===== config.mk =====
export PLATFORM = sky130hd
export DESIGN_NAME = burst_addr_seq
export DESIGN_NICKNAME = d
export VERILOG_FILES = /design/src/rtl/burst_addr_pkg.sv /design/src/rtl/burst_sel_decode.sv /design/src/rtl/burst_next_addr.sv /design/src/rtl/burst_addr_seq.sv
export SDC_FILE = /design/constraint.sdc
export NUM_CORES = 1
export LEC_CHECK = 0
export ABC_AREA = 1
export CELL_PAD_IN_SITES_DETAIL_PLACEMENT = 0
export CELL_PAD_IN_SITES_GLOBAL_PLACEMENT = 1
export CORE_ASPECT_RATIO = 1.2
export CORE_UTILIZATION = 34
export CTS_BUF_LIST = sky130_fd_sc_hd__clkbuf_4
export DETAILED_ROUTE_END_ITERATION = 10
export PLACE_DENSITY_LB_ADDON = 0.25
export SYNTH_ARGS = -nofsm -noshare
export SYNTH_HDL_FRONTEND = slang
export SYNTH_SLANG_ARGS = --single-unit

===== constraint.sdc =====
create_clock -name clk -period 2.5 [get_ports clk]
set_clock_uncertainty 0.15 [all_clocks]
set_input_delay 0.25 -clock clk [delete_from_list [all_inputs] [get_ports clk]]
set_output_delay 0.25 -clock clk [all_outputs]
set_load 0.01 [all_outputs]

===== src/rtl/burst_addr_pkg.sv =====
package burst_addr_pkg;
  typedef enum logic [1:0] {
    SEL_KEEP = 2'd0,
    SEL_LOAD = 2'd1,
    SEL_INCR = 2'd2,
    SEL_ZERO = 2'd3
  } addr_sel_e;
endpackage


===== src/rtl/burst_sel_decode.sv =====
module burst_sel_decode
  import burst_addr_pkg::*;
(
  input  logic      clr_n,
  input  logic      strobe_n,
  input  logic      step_n,
  output addr_sel_e sel
);
  // fixed priority: clear, then strobe, then step
  always_comb begin
    if (!clr_n)         sel = SEL_ZERO;
    else if (!strobe_n) sel = SEL_LOAD;
    else if (!step_n)   sel = SEL_INCR;
    else                sel = SEL_KEEP;
  end
endmodule


===== src/rtl/burst_next_addr.sv =====
module burst_next_addr
  import burst_addr_pkg::*;
#(
  parameter int ADDR_W = 14
) (
  input  addr_sel_e          sel,
  input  logic [ADDR_W-1:0]  cur,
  input  logic [ADDR_W-1:0]  ext,
  output logic [ADDR_W-1:0]  nxt
);
  localparam logic [ADDR_W-1:0] ONE = ADDR_W'(1);

  always_comb begin
    unique case (sel)
      SEL_ZERO: nxt = '0;
      SEL_LOAD: nxt = ext;
      SEL_INCR: nxt = cur + ONE;   // natural wrap at all ones
      default:  nxt = cur;
    endcase
  end
endmodule


===== src/rtl/burst_addr_seq.sv =====
module burst_addr_seq
  import burst_addr_pkg::*;
#(
  parameter int ADDR_W = 14
) (
  input  logic              clk,
  input  logic              rst_n,
  input  logic [ADDR_W-1:0] ext_addr,
  input  logic              strobe_n,
  input  logic              step_n,
  input  logic              clr_n,
  output logic [ADDR_W-1:0] addr
);
  addr_sel_e         sel;
  logic [ADDR_W-1:0] addr_q;
  logic [ADDR_W-1:0] addr_d;

  burst_sel_decode u_dec (
    .clr_n    (clr_n),
    .strobe_n (strobe_n),
    .step_n   (step_n),
    .sel      (sel)
  );

  burst_next_addr #(.ADDR_W(ADDR_W)) u_nxt (
    .sel (sel),
    .cur (addr_q),
    .ext (ext_addr),
    .nxt (addr_d)
  );

  always_ff @(posedge clk) begin
    if (!rst_n) addr_q <= '0;
    else        addr_q <= addr_d;
  end

  assign addr = addr_q;
endmodule


==> results of run 1 <==
[power by group through the flow]
stage | combinational (mW) | clock [mW] | sequential, mW
final | 0.0995 | 0.133 | 0.247
after global routing | 0.110 | 0.141 | 0.248
after CTS | 0.100 | 0.137 | 0.247
after detailed placement | 0.0996 | 0 | 0.252
after global placement | 0.0989 | 0 | 0.251
after floorplan | 0.0397 | 0 | 0.253
[through the flow]
step	hold WS (ns)	utilization	area, sq um	power [mW]
floorplan	0.238	-	960	0.293
global placement	0.374	0.504	1310	0.350
detailed placement	0.391	0.504	1310	0.351
CTS	0.376	0.513	1330	0.484
global route	0.396	0.513	1330	0.500
finish	0.380	0.513	1330	0.479
[synth_stat cells, types with 4 or more instances]
master	n	share of area
a31oi_1	7	0.046
nor2_4	4	0.047
nand2_2	5	0.033
nand2_1	42	0.16
nand4_1	6	0.039
inv_1	21	0.082
nand3_1	17	0.089
o21ai_0	8	0.042
dfxtp_1	14	0.29
nor2_1	5	0.020
a21oi_1	9	0.047
[metal layers]
| metal | vias up | global-route usage |
|---|---|---|
| met5 | - | 0 |
| met4 | 0 | 0.0794 |
| met3 | 4 | 0.0280 |
| met2 | 23 | 0.352 |
| met1 | 483 | 0.214 |
| li1 | 563 | - |
[kinds of logic (layout without fill, tap and decap cells)]
logic type | after synthesis | after routing | synth area share
buf+inv | 24 | 57 | 0.100
fa+ha+maj | 1 | 1 | 0.0130
compound gates | 27 | 27 | 0.166
flops | 14 | 14 | 0.292
simple gates | 84 | 84 | 0.429
[area by class of cell]
cell class	instances	area, sq um
clock buffers	3	22.5
fillers	291	1270
inverters	21	78.8
multi-input cells	112	583
flip-flops and latches	14	280
well taps	33	41.3
repair buffers	33	328
[cell usage in the layout (no fill, tap or decap), types with 2 or more instances in the layout]
master,count
a21oi_1,9
a31oi_1,7
clkbuf_4,3
clkdlybuf4s50_1,32
dfxtp_1,14
inv_1,21
nand2_1,42
nand2_2,5
nand3_1,17
nand4_1,6
nor2_1,5
nor2_2,2
nor2_4,4
o21ai_0,8
o21bai_2,2
[worst paths after layout]
path | depth (start not counted) | from | end | slack [ns]
max reg2reg | 7 | addr[0] | addr[10] | 0.94
min reg2reg | 2 | addr[0] | addr[0] | 0.40
max | 1 | addr[4] | addr[4] | 0.72
min | 3 | ext_addr[4] | addr[4] | 0.38
==> summary.md, run 1 <==
| Metric | Value |
|---|---|
| Register share of total power | 0.515 |
| Max reg flops | 14 |
| Vias in the first global route | 1,033 |
| Maximum clock frequency | 563 MHz |
| Final ANT Viol Nets | 0 |
| Distinct cell type count after synthesis | 20 |
| DIE HEIGHT | 60.2 um |
| Pre-CTS worst setup slack | between 0.5 and 0.6 ns |
| Non-filler cells in the finished layout | 216 |
| Yosys reg bits | 14 |
| TritonCTS buffer count | 3 |
| Worst Hold Class | input port to flip-flop |
| Clock Latency Late Sink | between 0.2 and 0.3 ns |
| Clock Power Share | 0.278 |
| 1st-iter DRT viols | 39 |
| Antenna violations before repair | 0 |
| Synth async-reset ratio | 0 |
| CTS H-tree depth | 1 |
| Post-synthesis cell count | 150 |
| Slowest stage cell, crit path | clkdlybuf4s50_1 |
| Drt drc | 0 |
| Max clock buf depth | 2 |
| Final worst-path setup slack | 0.725 ns |
| Top FF cell, synth | dfxtp_1 |
| Max cap viols | 0 |
| Max layer used | met4 |
| Top cell family by delay on the critical path | buffers and inverters |
| Clock transition at path regs | 0.09 ns |
| Resized Gates After CTS | 0 |
| Vias per cell | 4.97 |
| PD cells | around 360 mW/mm^2 |
| Area Overhead vs Synth | 39.0% |
| CP Buf/Inv Count | 1 |
| Post-CTS Setup Bufs | 0 |
| Critical path cell sequence | clkdlybuf4s50_1 |
| Sequential area share after synthesis | 0.292 |
| CP required | 2.10 ns |
| Relative slew margins | 0.662 |
| Final hold viol count | 0 |
| Kind of critical path | flip-flop to primary output |
| Die ar. | just over 0.003 sq mm |
| Grt total ovfl | 0 |
| Synthesized area | 960 sq um |
| Core area | 0.00260 sq mm |
| # rows | 20 |
| Sum Neg Setup Slack | 0 ns |
| Period utilisation layout | 0.710 |
| Sw Ratio | 0.280 |
| Worst setup SP type | flip-flop |
| Arrival time at the worst endpoint | 1.38 ns |
| DP HPWL | 1.95 mm |
| Vias | 1,073 |
| First-pass GRT wire length | 4.36 mm |
| Total internal power | 345 uW |
| Setup violators final | 0 |
| Combinational power share | 0.208 |
| Layout cells sized above 1 | 0.104 |
| Synthesized net count | 170 |
| IO buf count | 32 |
| Largest stage delay on the critical path | 0.60 ns |
| Post-placement cell count | 213 |
| Die width | 50.5 um |
| Syn. warnings | 0 |
| Final Routed Wirelength | 2.57 mm |
| Total length of routed met2 wires | roughly 1.3 mm |
| Placer Congestion | 0.810 |
| Root Driver | clkbuf_4 |
| Max rail drop VDD | 214 uV |
| N_diodes | 0 |
| Pleak | 0.502 nW |
| Worst Tran Pin Value | approximately 0.51 ns |
| M1 wire length | 1.15 mm |
| TritonRoute pass-1 iters | 4 |
| Initial core utilization | 0.369 |
| Met3 WL | about 94 um |
| Clk sinks | 14 |
| Final Slew Violations | 0 |
| Status | completed |
| Post-synth EDFFs | 0 |
| Final nets | about 200 |
| Ports | 33 |
| Period minus WS final | between 1.5 and 2 ns |
| CTS Hold Bufs | 0 |
| Wire length per cell | 11.9 um |
| Unrepaired setup endpoints after global routing | false |
| CTS tree | done |
| Largest net degree at the start of global routing | 13 |
| Net Sw Power | 134 uW |
| GRT Util Overall | 0.190 |
| Maximum fanout along the worst path | 8 |
| Mapped Avg Cell Area | 6.40 sq um |
| Critical path capture point type | primary output |
No activity file was read; power rests on OpenSTA's default activity.
==> run 2, diff against run 1 <==
--- a/config.mk
+++ b/config.mk
@@ -9,7 +9,7 @@
 export CELL_PAD_IN_SITES_DETAIL_PLACEMENT = 0
 export CELL_PAD_IN_SITES_GLOBAL_PLACEMENT = 1
 export CORE_ASPECT_RATIO = 1.2
-export CORE_UTILIZATION = 34
+export CORE_UTILIZATION = 28
 export CTS_BUF_LIST = sky130_fd_sc_hd__clkbuf_4
 export DETAILED_ROUTE_END_ITERATION = 10
 export PLACE_DENSITY_LB_ADDON = 0.25
==> constraint.sdc (replaced) <==
create_clock -name clk -period 1.4 [get_ports clk]
set_clock_uncertainty 0.15 [all_clocks]
set_input_delay 0.14 -clock clk [delete_from_list [all_inputs] [get_ports clk]]
set_output_delay 0.14 -clock clk [all_outputs]
set_load 0.01 [all_outputs]
==> run 2 against run 1 <==
The flow now finishes with violations (setup timing). Via count rose by 9.6%. Setup slack got worse by 0.75 ns. Core utilization rose by 0.054 points. Global-route usage fell by 0.38 points. Flip-flop and latch count did not move. Largest cell class unchanged.
==> summary.md, run 2 (synthesis results as in run 1) <==
| Metric | Value |
|---|---|
| Vias in the first global route | 1,223 |
| Critical path capture point type | flip-flop |
| R2r setup slk | -0.02 ns |
| TritonCTS buffer count | 3 |
| CTS H-tree depth | 1 |
| Initial core utilization | 0.303 |
| Relative slew margins | 0.764 |
| Failing checks | setup timing |
| Final hold slack | between 0.2 and 0.3 ns |
| Die ar. | 0.00367 sq mm |
| Final ANT Viol Nets | 0 |
| Antenna violations before repair | 0 |
| Grt met3 use | 0.0215 |
| Pre-CTS worst setup slack | -0.206 ns |
| Period utilisation layout | 1.02 |
| GRT met1 Usage | 0.205 |
| Clock transition at path regs | 0.10 ns |
| Design area | 0.00162 sq mm |
| CTS Hold Bufs | 0 |
| Max reg flops | 14 |
| Vias | 1,176 |
| Status | finished, violations left |
| Routing usage on met2 | 0.363 |
| CTS tree | done |
| Final worst-path setup slack | -0.0231 ns |
| Post-route total power | ~920 uW |
| Drt drc | 0 |
| Final Routed Wirelength | 3.16 mm |
| Max rail drop VDD | 313 uV |
| Worst Tran Pin Value | around 0.35 ns |
| Arrival time at the worst endpoint | 1.46 ns |
| Unrepaired setup endpoints after global routing | true |
| Die width | 55.4 um |
| N_diodes | 0 |
| Worst setup SP type | flip-flop |
| Max cap viols | 0 |
| Worst Hold Class | input port to flip-flop |
| # rows | 22 |
| Clock Latency Late Sink | 0.29 ns |
| DP HPWL | 2.34 mm |
| IO buf count | 32 |
| Core area | 0.00317 sq mm |
| Maximum fanout along the worst path | 4 |
| Non-filler cells in the finished layout | 246 |
| Max clock buf depth | 2 |
| GRT Util Overall | 0.186 |
| CP required | 1.44 ns |
| Vias per cell | ~4.8 |
| Most common cell after layout, fill and taps aside | nand2_1 |
| First-pass GRT wire length | 5.38 mm |
| Ports | 33 |
| Pleak | ~0.74 nW |
| Post-placement cell count | roughly 240 |
| Most frequent cells in the layout | nand2_1 (40), buf_4 (25), inv_1 (20) |
| Root Driver | clkbuf_4 |
| Placed Area | roughly 0.0015 sq mm |
| Kind of critical path | flip-flop to flip-flop |
| Layout cells sized above 1 | 0.314 |
| Grt total ovfl | 0 |
| Clk sinks | 14 |
| 1st-iter DRT viols | 52 |
| Period minus WS final | 1.42 ns |
| TritonRoute pass-1 iters | 4 |
| DIE HEIGHT | 66.1 um |
| Maximum clock frequency | between 700 and 800 MHz |
| Final hold viol count | 0 |
| Final Slew Violations | 0 |
| Wire length per cell | 12.9 um |
| Area Overhead vs Synth | 69.2% |
| PD cells | approximately 570 mW/mm^2 |
| Placer Congestion | approximately 0.75 |
| Fin util | 0.513 |
| Sum Neg Setup Slack | -0.0383 ns |
| Final nets | around 230 |
| Largest net degree at the start of global routing | 13 |
| Setup violators final | 2 |
| Gr busiest metal | met2 |
==> run 2: power breakdown <==
part           switching (mW)  internal (mW)  total (mW)
registers              0.0204          0.417       0.437
logic                  0.0979          0.122       0.220
clock network           0.159          0.104       0.263
total                   0.278          0.642       0.920
==> run 2: path summary, 6_finish.rpt <==
| check | to | start | depth (start not counted) |
|---|---|---|---|
| setup / recovery | addr[10] | addr[0] | 8 |
| hold / removal | addr[0] | ext_addr[0] | 3 |
| setup reg to reg | addr[10] | addr[0] | 8 |
| hold reg to reg | addr[8] | addr[8] | 2 |
==> run 2: worst max-delay path: stages, from the launching register on <==
cell	delay [ns]
dfxtp_2	0.37
ha_4	0.16
nand2_4	0.06
nor2_4	0.14
buf_12	0.13
buf_6	0.09
nand4_1	0.09
nand3_2	0.08
a21oi_2	0.04
==> run 2: layout make-up <==
class	count	area, sq um
fillers	320	1540
multi-input cells	112	653
repair buffers	59	524
flip-flops and latches	14	297
inverters	21	78.8
well taps	36	45.0
clock buffers	3	22.5
clock inverters	1	3.75
==> run 2: repair_timing <==
item	CTS	global route
setup buffers	4	2
endpoints found under the setup margin	20	10
pin swaps	2	7
gates resized for setup	29	13
==> run 2: metal layers <==
metal / wire [um] / part of all wire
met1: 1400 / 0.44
met2: 1660 / 0.53
met3: 72 / 0.023
met4: 24 / 0.0076
met5: 0 / 0
